## config.mk

```make
export PLATFORM = sky130hd
export DESIGN_NAME = hdLineDriver
export DESIGN_NICKNAME = d
export VERILOG_FILES = /design/src/rtl/hd_pkg.sv /design/src/rtl/hdShiftPath.sv /design/src/rtl/hdStrobeSeq.sv /design/src/rtl/hdLineCtrl.sv /design/src/rtl/hdLineDriver.sv
export SDC_FILE = /design/constraint.sdc
export NUM_CORES = 1
export LEC_CHECK = 0
export BUFFER_PORTS_ARGS = -buffer_cell sky130_fd_sc_hd__buf_4
export CORE_MARGIN = 10
export CORE_UTILIZATION = 53
export DETAILED_ROUTE_END_ITERATION = 12
export PLACE_DENSITY = 0.79
export SYNTH_ARGS = -nofsm -noshare
export SYNTH_HDL_FRONTEND = slang
export SYNTH_SLANG_ARGS = --single-unit
```

## constraint.sdc

```tcl
create_clock -name clk -period 2 [get_ports clk]
set_input_delay 0 -clock clk [delete_from_list [all_inputs] [get_ports clk]]
set_output_delay 0 -clock clk [all_outputs]
set_load 0.03 [all_outputs]
```

## src/rtl/hd_pkg.sv

```systemverilog
package hd_pkg;
  // Strobes sent from the line control to the shift datapath
  typedef struct packed {
    logic lineStart;  // a line was accepted this cycle
    logic slotStart;  // first cycle of a head-clock slot
    logic quad;       // lane mode latched for this line
  } hdCtl_t;
endpackage

```

## src/rtl/hdShiftPath.sv

```systemverilog
module hdShiftPath
  import hd_pkg::*;
#(
  parameter int WORD_W = 32
) (
  input  logic              clk,
  input  logic              rstN,
  input  hdCtl_t            ctl,
  input  logic [WORD_W-1:0] wordData,
  input  logic              wordValid,
  output logic              wordReady,
  output logic [3:0]        headData,
  output logic              underrunErr
);
  localparam int PTR_W = $clog2(WORD_W);

  logic [WORD_W-1:0] wordReg;
  logic [PTR_W-1:0]  bitPtr;
  logic [WORD_W-1:0] curWord;
  logic              wordEdge;

  assign wordEdge  = (bitPtr == '0);
  assign wordReady = ctl.slotStart && wordEdge;
  assign curWord   = wordEdge ? (wordValid ? wordData : '0) : wordReg;

  always_ff @(posedge clk or negedge rstN) begin
    if (!rstN) begin
      wordReg     <= '0;
      bitPtr      <= '0;
      headData    <= '0;
      underrunErr <= 1'b0;
    end else if (ctl.lineStart) begin
      bitPtr   <= '0;
      headData <= '0;
    end else if (ctl.slotStart) begin
      if (ctl.quad) begin
        headData <= curWord[3:0];
        wordReg  <= curWord >> 4;
        bitPtr   <= bitPtr + PTR_W'(4);
      end else begin
        headData <= {3'b000, curWord[0]};
        wordReg  <= curWord >> 1;
        bitPtr   <= bitPtr + PTR_W'(1);
      end
      if (wordEdge && !wordValid) underrunErr <= 1'b1;
    end
  end


  sticky_underrun_chk: assert property (@(posedge clk) disable iff (!rstN)
    underrunErr |=> underrunErr);
endmodule

```

## src/rtl/hdStrobeSeq.sv

```systemverilog
module hdStrobeSeq #(
  parameter int GROUPS = 4,
  parameter int STRB_W = 1024
) (
  input  logic              clk,
  input  logic              rstN,
  input  logic              start,
  output logic [GROUPS-1:0] strobeN,
  output logic              busy
);
  localparam int G_W = (GROUPS > 1) ? $clog2(GROUPS) : 1;
  localparam int C_W = (STRB_W > 1) ? $clog2(STRB_W) : 1;

  logic           active;
  logic [G_W-1:0] grp;
  logic [C_W-1:0] cnt;

  always_ff @(posedge clk or negedge rstN) begin
    if (!rstN) begin
      active <= 1'b0;
      grp    <= '0;
      cnt    <= '0;
    end else if (!active) begin
      if (start) begin
        active <= 1'b1;
        grp    <= '0;
        cnt    <= '0;
      end
    end else if (cnt == C_W'(STRB_W-1)) begin
      cnt <= '0;
      if (grp == G_W'(GROUPS-1)) active <= 1'b0;
      else grp <= grp + 1'b1;
    end else begin
      cnt <= cnt + 1'b1;
    end
  end

  for (genvar g = 0; g < GROUPS; g++) begin : g_strb
    assign strobeN[g] = !(active && grp == G_W'(g));
  end

  assign busy = active;


  one_strobe_chk: assert property (@(posedge clk) disable iff (!rstN)
    $onehot0(~strobeN));
endmodule

```

## src/rtl/hdLineCtrl.sv

```systemverilog
module hdLineCtrl
  import hd_pkg::*;
#(
  parameter int DOTS    = 2560,
  parameter int CLK_DIV = 2,
  parameter int LOAD_W  = 4,
  parameter int OVR_W   = 8
) (
  input  logic             clk,
  input  logic             rstN,
  input  logic             pageSync,
  input  logic             lineSync,
  input  logic             quadLane,
  input  logic             exposeBusy,
  output hdCtl_t           ctl,
  output logic             headClk,
  output logic             headLoad,
  output logic             exposeStart,
  output logic [OVR_W-1:0] overrunCount
);
  localparam int SLOT_W = $clog2(DOTS);
  localparam int PH_W   = $clog2(2 * CLK_DIV);
  localparam int LD_W   = $clog2(LOAD_W + 1);

  typedef enum logic [1:0] {IDLE, SHIFT, HOLD, LOAD} state_t;
  state_t            state;
  logic              armed;
  logic              quadR;
  logic [PH_W-1:0]   phase;
  logic [SLOT_W-1:0] slot;
  logic [SLOT_W-1:0] lastSlot;
  logic [LD_W-1:0]   loadCnt;
  logic              accept;

  assign accept   = (state == IDLE) && lineSync && armed;
  assign lastSlot = quadR ? SLOT_W'(DOTS/4 - 1) : SLOT_W'(DOTS - 1);

  always_ff @(posedge clk or negedge rstN) begin
    if (!rstN) begin
      state   <= IDLE;
      armed   <= 1'b0;
      quadR   <= 1'b0;
      phase   <= '0;
      slot    <= '0;
      loadCnt <= '0;
    end else begin
      if (pageSync) armed <= 1'b1;
      case (state)
        IDLE: if (accept) begin
          state <= SHIFT;
          quadR <= quadLane;
          phase <= '0;
          slot  <= '0;
        end
        SHIFT: if (phase == PH_W'(2*CLK_DIV - 1)) begin
          phase <= '0;
          if (slot == lastSlot) state <= HOLD;
          else slot <= slot + 1'b1;
        end else begin
          phase <= phase + 1'b1;
        end
        HOLD: if (!exposeBusy) begin
          state   <= LOAD;
          loadCnt <= '0;
        end
        LOAD: if (exposeStart) state <= IDLE;
              else loadCnt <= loadCnt + 1'b1;
        default: state <= IDLE;
      endcase
    end
  end

  always_ff @(posedge clk or negedge rstN) begin
    if (!rstN) overrunCount <= '0;
    else if (lineSync && armed && state != IDLE && overrunCount != '1)
      overrunCount <= overrunCount + 1'b1;
  end

  assign headClk       = (state == SHIFT) && (phase >= PH_W'(CLK_DIV));
  assign headLoad      = (state == LOAD);
  assign exposeStart   = (state == LOAD) && (loadCnt == LD_W'(LOAD_W - 1));
  assign ctl.lineStart = accept;
  assign ctl.slotStart = (state == SHIFT) && (phase == '0);
  assign ctl.quad      = quadR;


  unarmed_quiet_chk: assert property (@(posedge clk) disable iff (!rstN)
    !armed |-> !headClk);

  overrun_count_chk: assert property (@(posedge clk) disable iff (!rstN)
    (lineSync && armed && state != IDLE && overrunCount != '1)
      |=> overrunCount == OVR_W'($past(overrunCount) + 1'b1));
endmodule

```

## src/rtl/hdLineDriver.sv

```systemverilog
module hdLineDriver
  import hd_pkg::*;
#(
  parameter int DOTS    = 2560,
  parameter int WORD_W  = 32,
  parameter int GROUPS  = 4,
  parameter int CLK_DIV = 2,
  parameter int LOAD_W  = 4,
  parameter int STRB_W  = 1024,
  parameter int OVR_W   = 8
) (
  input  logic              clk,
  input  logic              rstN,
  input  logic              pageSync,
  input  logic              lineSync,
  input  logic              quadLane,
  input  logic [WORD_W-1:0] wordData,
  input  logic              wordValid,
  output logic              wordReady,
  output logic              headClk,
  output logic [3:0]        headData,
  output logic              headLoad,
  output logic [GROUPS-1:0] strobeN,
  output logic              underrunErr,
  output logic [OVR_W-1:0]  overrunCount
);
  hdCtl_t ctl;
  logic   exposeStart;
  logic   exposeBusy;

  hdLineCtrl #(.DOTS(DOTS), .CLK_DIV(CLK_DIV), .LOAD_W(LOAD_W), .OVR_W(OVR_W)) u_ctrl (
    .clk(clk), .rstN(rstN), .pageSync(pageSync), .lineSync(lineSync),
    .quadLane(quadLane), .exposeBusy(exposeBusy), .ctl(ctl), .headClk(headClk),
    .headLoad(headLoad), .exposeStart(exposeStart), .overrunCount(overrunCount));

  hdShiftPath #(.WORD_W(WORD_W)) u_path (
    .clk(clk), .rstN(rstN), .ctl(ctl), .wordData(wordData), .wordValid(wordValid),
    .wordReady(wordReady), .headData(headData), .underrunErr(underrunErr));

  hdStrobeSeq #(.GROUPS(GROUPS), .STRB_W(STRB_W)) u_strb (
    .clk(clk), .rstN(rstN), .start(exposeStart), .strobeN(strobeN), .busy(exposeBusy));


  load_strobe_excl_chk: assert property (@(posedge clk) disable iff (!rstN)
    headLoad |-> (&strobeN));

  fetch_clk_low_chk: assert property (@(posedge clk) disable iff (!rstN)
    wordReady |-> !headClk);
endmodule

```

==> reports/metrics.yaml <==
holdPathEnd: "u_ctrl.phase[1]"
utilization: 0.6681
antenna_found_initial: 0
cts_tree: "done"
portBuffers: 57
min_path_cells: 3
power.density_nw_per_um2: 596.4
synth_top_family_by_area: "compound AO/OA/AOI/OAI gates"
ys_types: 55
dp_hpwl_mm: 8.052
synth_simple_gate_area_share: 0.1708
drc: 0
avgRoutedWirePerCell_um: 16.66
grt-ovfl-total: 0
r2r_end: "u_ctrl.slot[11]"
grt_pass1_vias: 4049
regArea_um2: 2077
worstMarginPinSlew_ns: 0.5607
setup.worst_path.end_class: "flip-flop"
dr_total_vias: 4211
htreeDepth: 3
outcome: "complete, no violations"
power_mw: 3.475
n_fill_cell: 664
final_cell_mix: "buf_4, dfrtp_1, nand2_1, a211oi_1, and3_1"
synth-compound-area-share: 0.2560
cts.path.max_buffers: 2
die_area_um2: 13090
drv_cap: 0
rows: 34
coreArea_um2: 8721
synth_edf_count: 0
die_w_um: 114.4
crit_path_start_kind: "flip-flop"
fin_crit_sh: 0.9783
synth_mux_area_frac: 0.01642
worstPathArrival_ns: 2.20
io_pins: 58
path_class: "flip-flop to flip-flop"
yosys.area_share.xor_xnor: 0.02224
holdCritStartpoint: "lineSync"
yosysSeqAreaShare: 0.4395
vdd_drop_max_v: 0.0003558
cts-root-buf: "clkbuf_8"
grt_start_max_net_pins: 45
ys_seq_elements: 83
setup_viol: 0
cts.sinks: 83
fp.dieH_um: 114.4
fin_crit_ns: 1.957
clkLatencyLatePin_ns: 0.36
cts_buffers: 9
synth_nets: 567
r2r_cells: 6
async_flop_share: 1.000
ant_nets: 0
antenna_cells: 0
hold_violations: 0
drv_slew: 0
syn_inst: 509
hp-class: "input port to flip-flop"
slew_headroom: 0.6262
met2_wirelength_mm: 5.923
vias_per_cell: 6.033
top_layer: "met4"
met3_length_um: 432
r2r_start: "u_ctrl.quadR"
crit_fanout: 5
multi_input_area_um2: 2556
drt-met1-wl_mm: 5.093
drtIter0Drc: 257
nets: 643
routabilityCongestion: 0.8285
syn_area_um2: 4726
final_common_cell: "buf_4"
detail_route.first_pass.iterations: 4
yosysWarnings: 0
area_growth_pct: 23.30
fmax_mhz: 511.1
syn_area_per_cell_um2: 9.284
synthAdderAreaFrac: 0.05295
final.setup_skew_ns: 0.01374
start_util: 0.5419
p_leak_nw: 2.852
track_usage: 0.1736
clk_pin_slew_ns: 0.09
grt_first_pass_wirelength_mm: 19.01
routed_wl_mm: 11.63
drive_gt1_frac: 0.2220
r2r_setup_slack_ns: 0.04
ys.flop_type: "dfrtp_1"
crit_required_ns: 2.24
==> flip-flops by register name, summed over array words and instances (netlist names), 2 cells and up <==
register	flops
u_ctrl.phase	2
u_ctrl.state	2
u_ctrl.loadCnt	3
u_ctrl.overrunCount	8
u_path.bitPtr	5
u_ctrl.slot	12
u_path.wordReg	31
u_strb.grp	2
u_strb.cnt	10
u_path.headData	4
==> logic make-up after synthesis <==
group,count (synthesis)
AOI/OAI and AO/OA,170
xor gates and xnor gates,12
adders and majority gates,20
buffers and inverters,50
DFF,83
muxes,7
and+or+nand+nor,167
==> area by class of cell <==
type,instances,area share
multi-input combinational,377,0.4387
inverter,18,0.01160
clock inverter,4,0.008804
sequential,83,0.3565
clock buffer,12,0.02319
tap,108,0.02319
timing repair buffer,96,0.1381
==> how the worst max path moves through the flow <==
stage                     slack [ns]                endpoint                   start
after floorplan                 0.06  u_ctrl.overrunCount[7]  u_ctrl.overrunCount[0]
after global placement         -0.12          u_ctrl.slot[3]            u_ctrl.quadR
after detailed placement       -0.20         u_ctrl.slot[11]            u_ctrl.quadR
after CTS                      0.009         u_ctrl.slot[10]         u_ctrl.state[0]
after global routing           -0.06         u_ctrl.state[0]          u_ctrl.slot[9]
final                           0.04         u_ctrl.slot[11]            u_ctrl.quadR
==> repair_timing <==
action | CTS | global route
pin swaps | 2 | 7
hold endpoints to repair | 43 | 0
setup buffers | 0 | 8
hold buffers | 4 | 0
resized for setup | 6 | 15
endpoints found under the setup margin | 13 | 37
gates cloned | 0 | 1
==> synthesized netlist by cell type (all sizes together), types with 5 or more instances <==
master   n  area, um2
xnor2    7      61.31
a211oi  44      330.3
nand2   62      232.7
clkbuf  28      105.1
nand4    5      31.28
a21o    19      142.6
nand3   20      100.1
xor2     5      43.79
dfrtp   83       2077
a22o     5      43.79
o31ai   15      131.4
o21ai   35      175.2
inv     18      67.56
and3    30      187.7
nor2    29      108.9
a21oi   25      125.1
ha      20      250.2
==> metal layers <==
layer  up-vias  track usage
met5         -            0
met1      2082       0.2172
met4         0      0.06433
met3        14      0.03669
li1       2021            -
met2        94       0.2873
==> through the flow <==
| stage | setup slack, ns | std cells | setup TNS [ns] | hold WS (ns) | instance area [um2] |
|---|---|---|---|---|---|
| after floorplan | 0.05904 | 509 | 0 | -0.2956 | 4726 |
| after global placement | -0.1207 | 669 | -0.7301 | 0.02322 | 5425 |
| after detailed placement | -0.2013 | 669 | -1.757 | 0.02932 | 5425 |
| after CTS | 0.009136 | 689 | 0 | 0.007310 | 5690 |
| after global routing | -0.06346 | 698 | -0.1510 | 0.02820 | 5827 |
| final | 0.04338 | 698 | 0 | 0.01166 | 5827 |
==> worst max-delay path, cell delays in order (launching register included) <==
cell and delay (ns):
dfrtp_1 0.40, or3b_1 0.37, o22a_4 0.29, buf_6 0.13, o311ai_4 0.37, buf_4 0.20
o41ai_2 0.07
==> power by group <==
part / total, mW / switching (mW) / leakage [nW] / internal (mW)
clock: 1.20 / 0.618 / 0.0906 / 0.580
combinational: 0.458 / 0.257 / 1.67 / 0.200
sequential: 1.82 / 0.0766 / 1.09 / 1.74
total: 3.47 / 0.952 / 2.85 / 2.52
No activity file was read; power rests on OpenSTA's default activity.
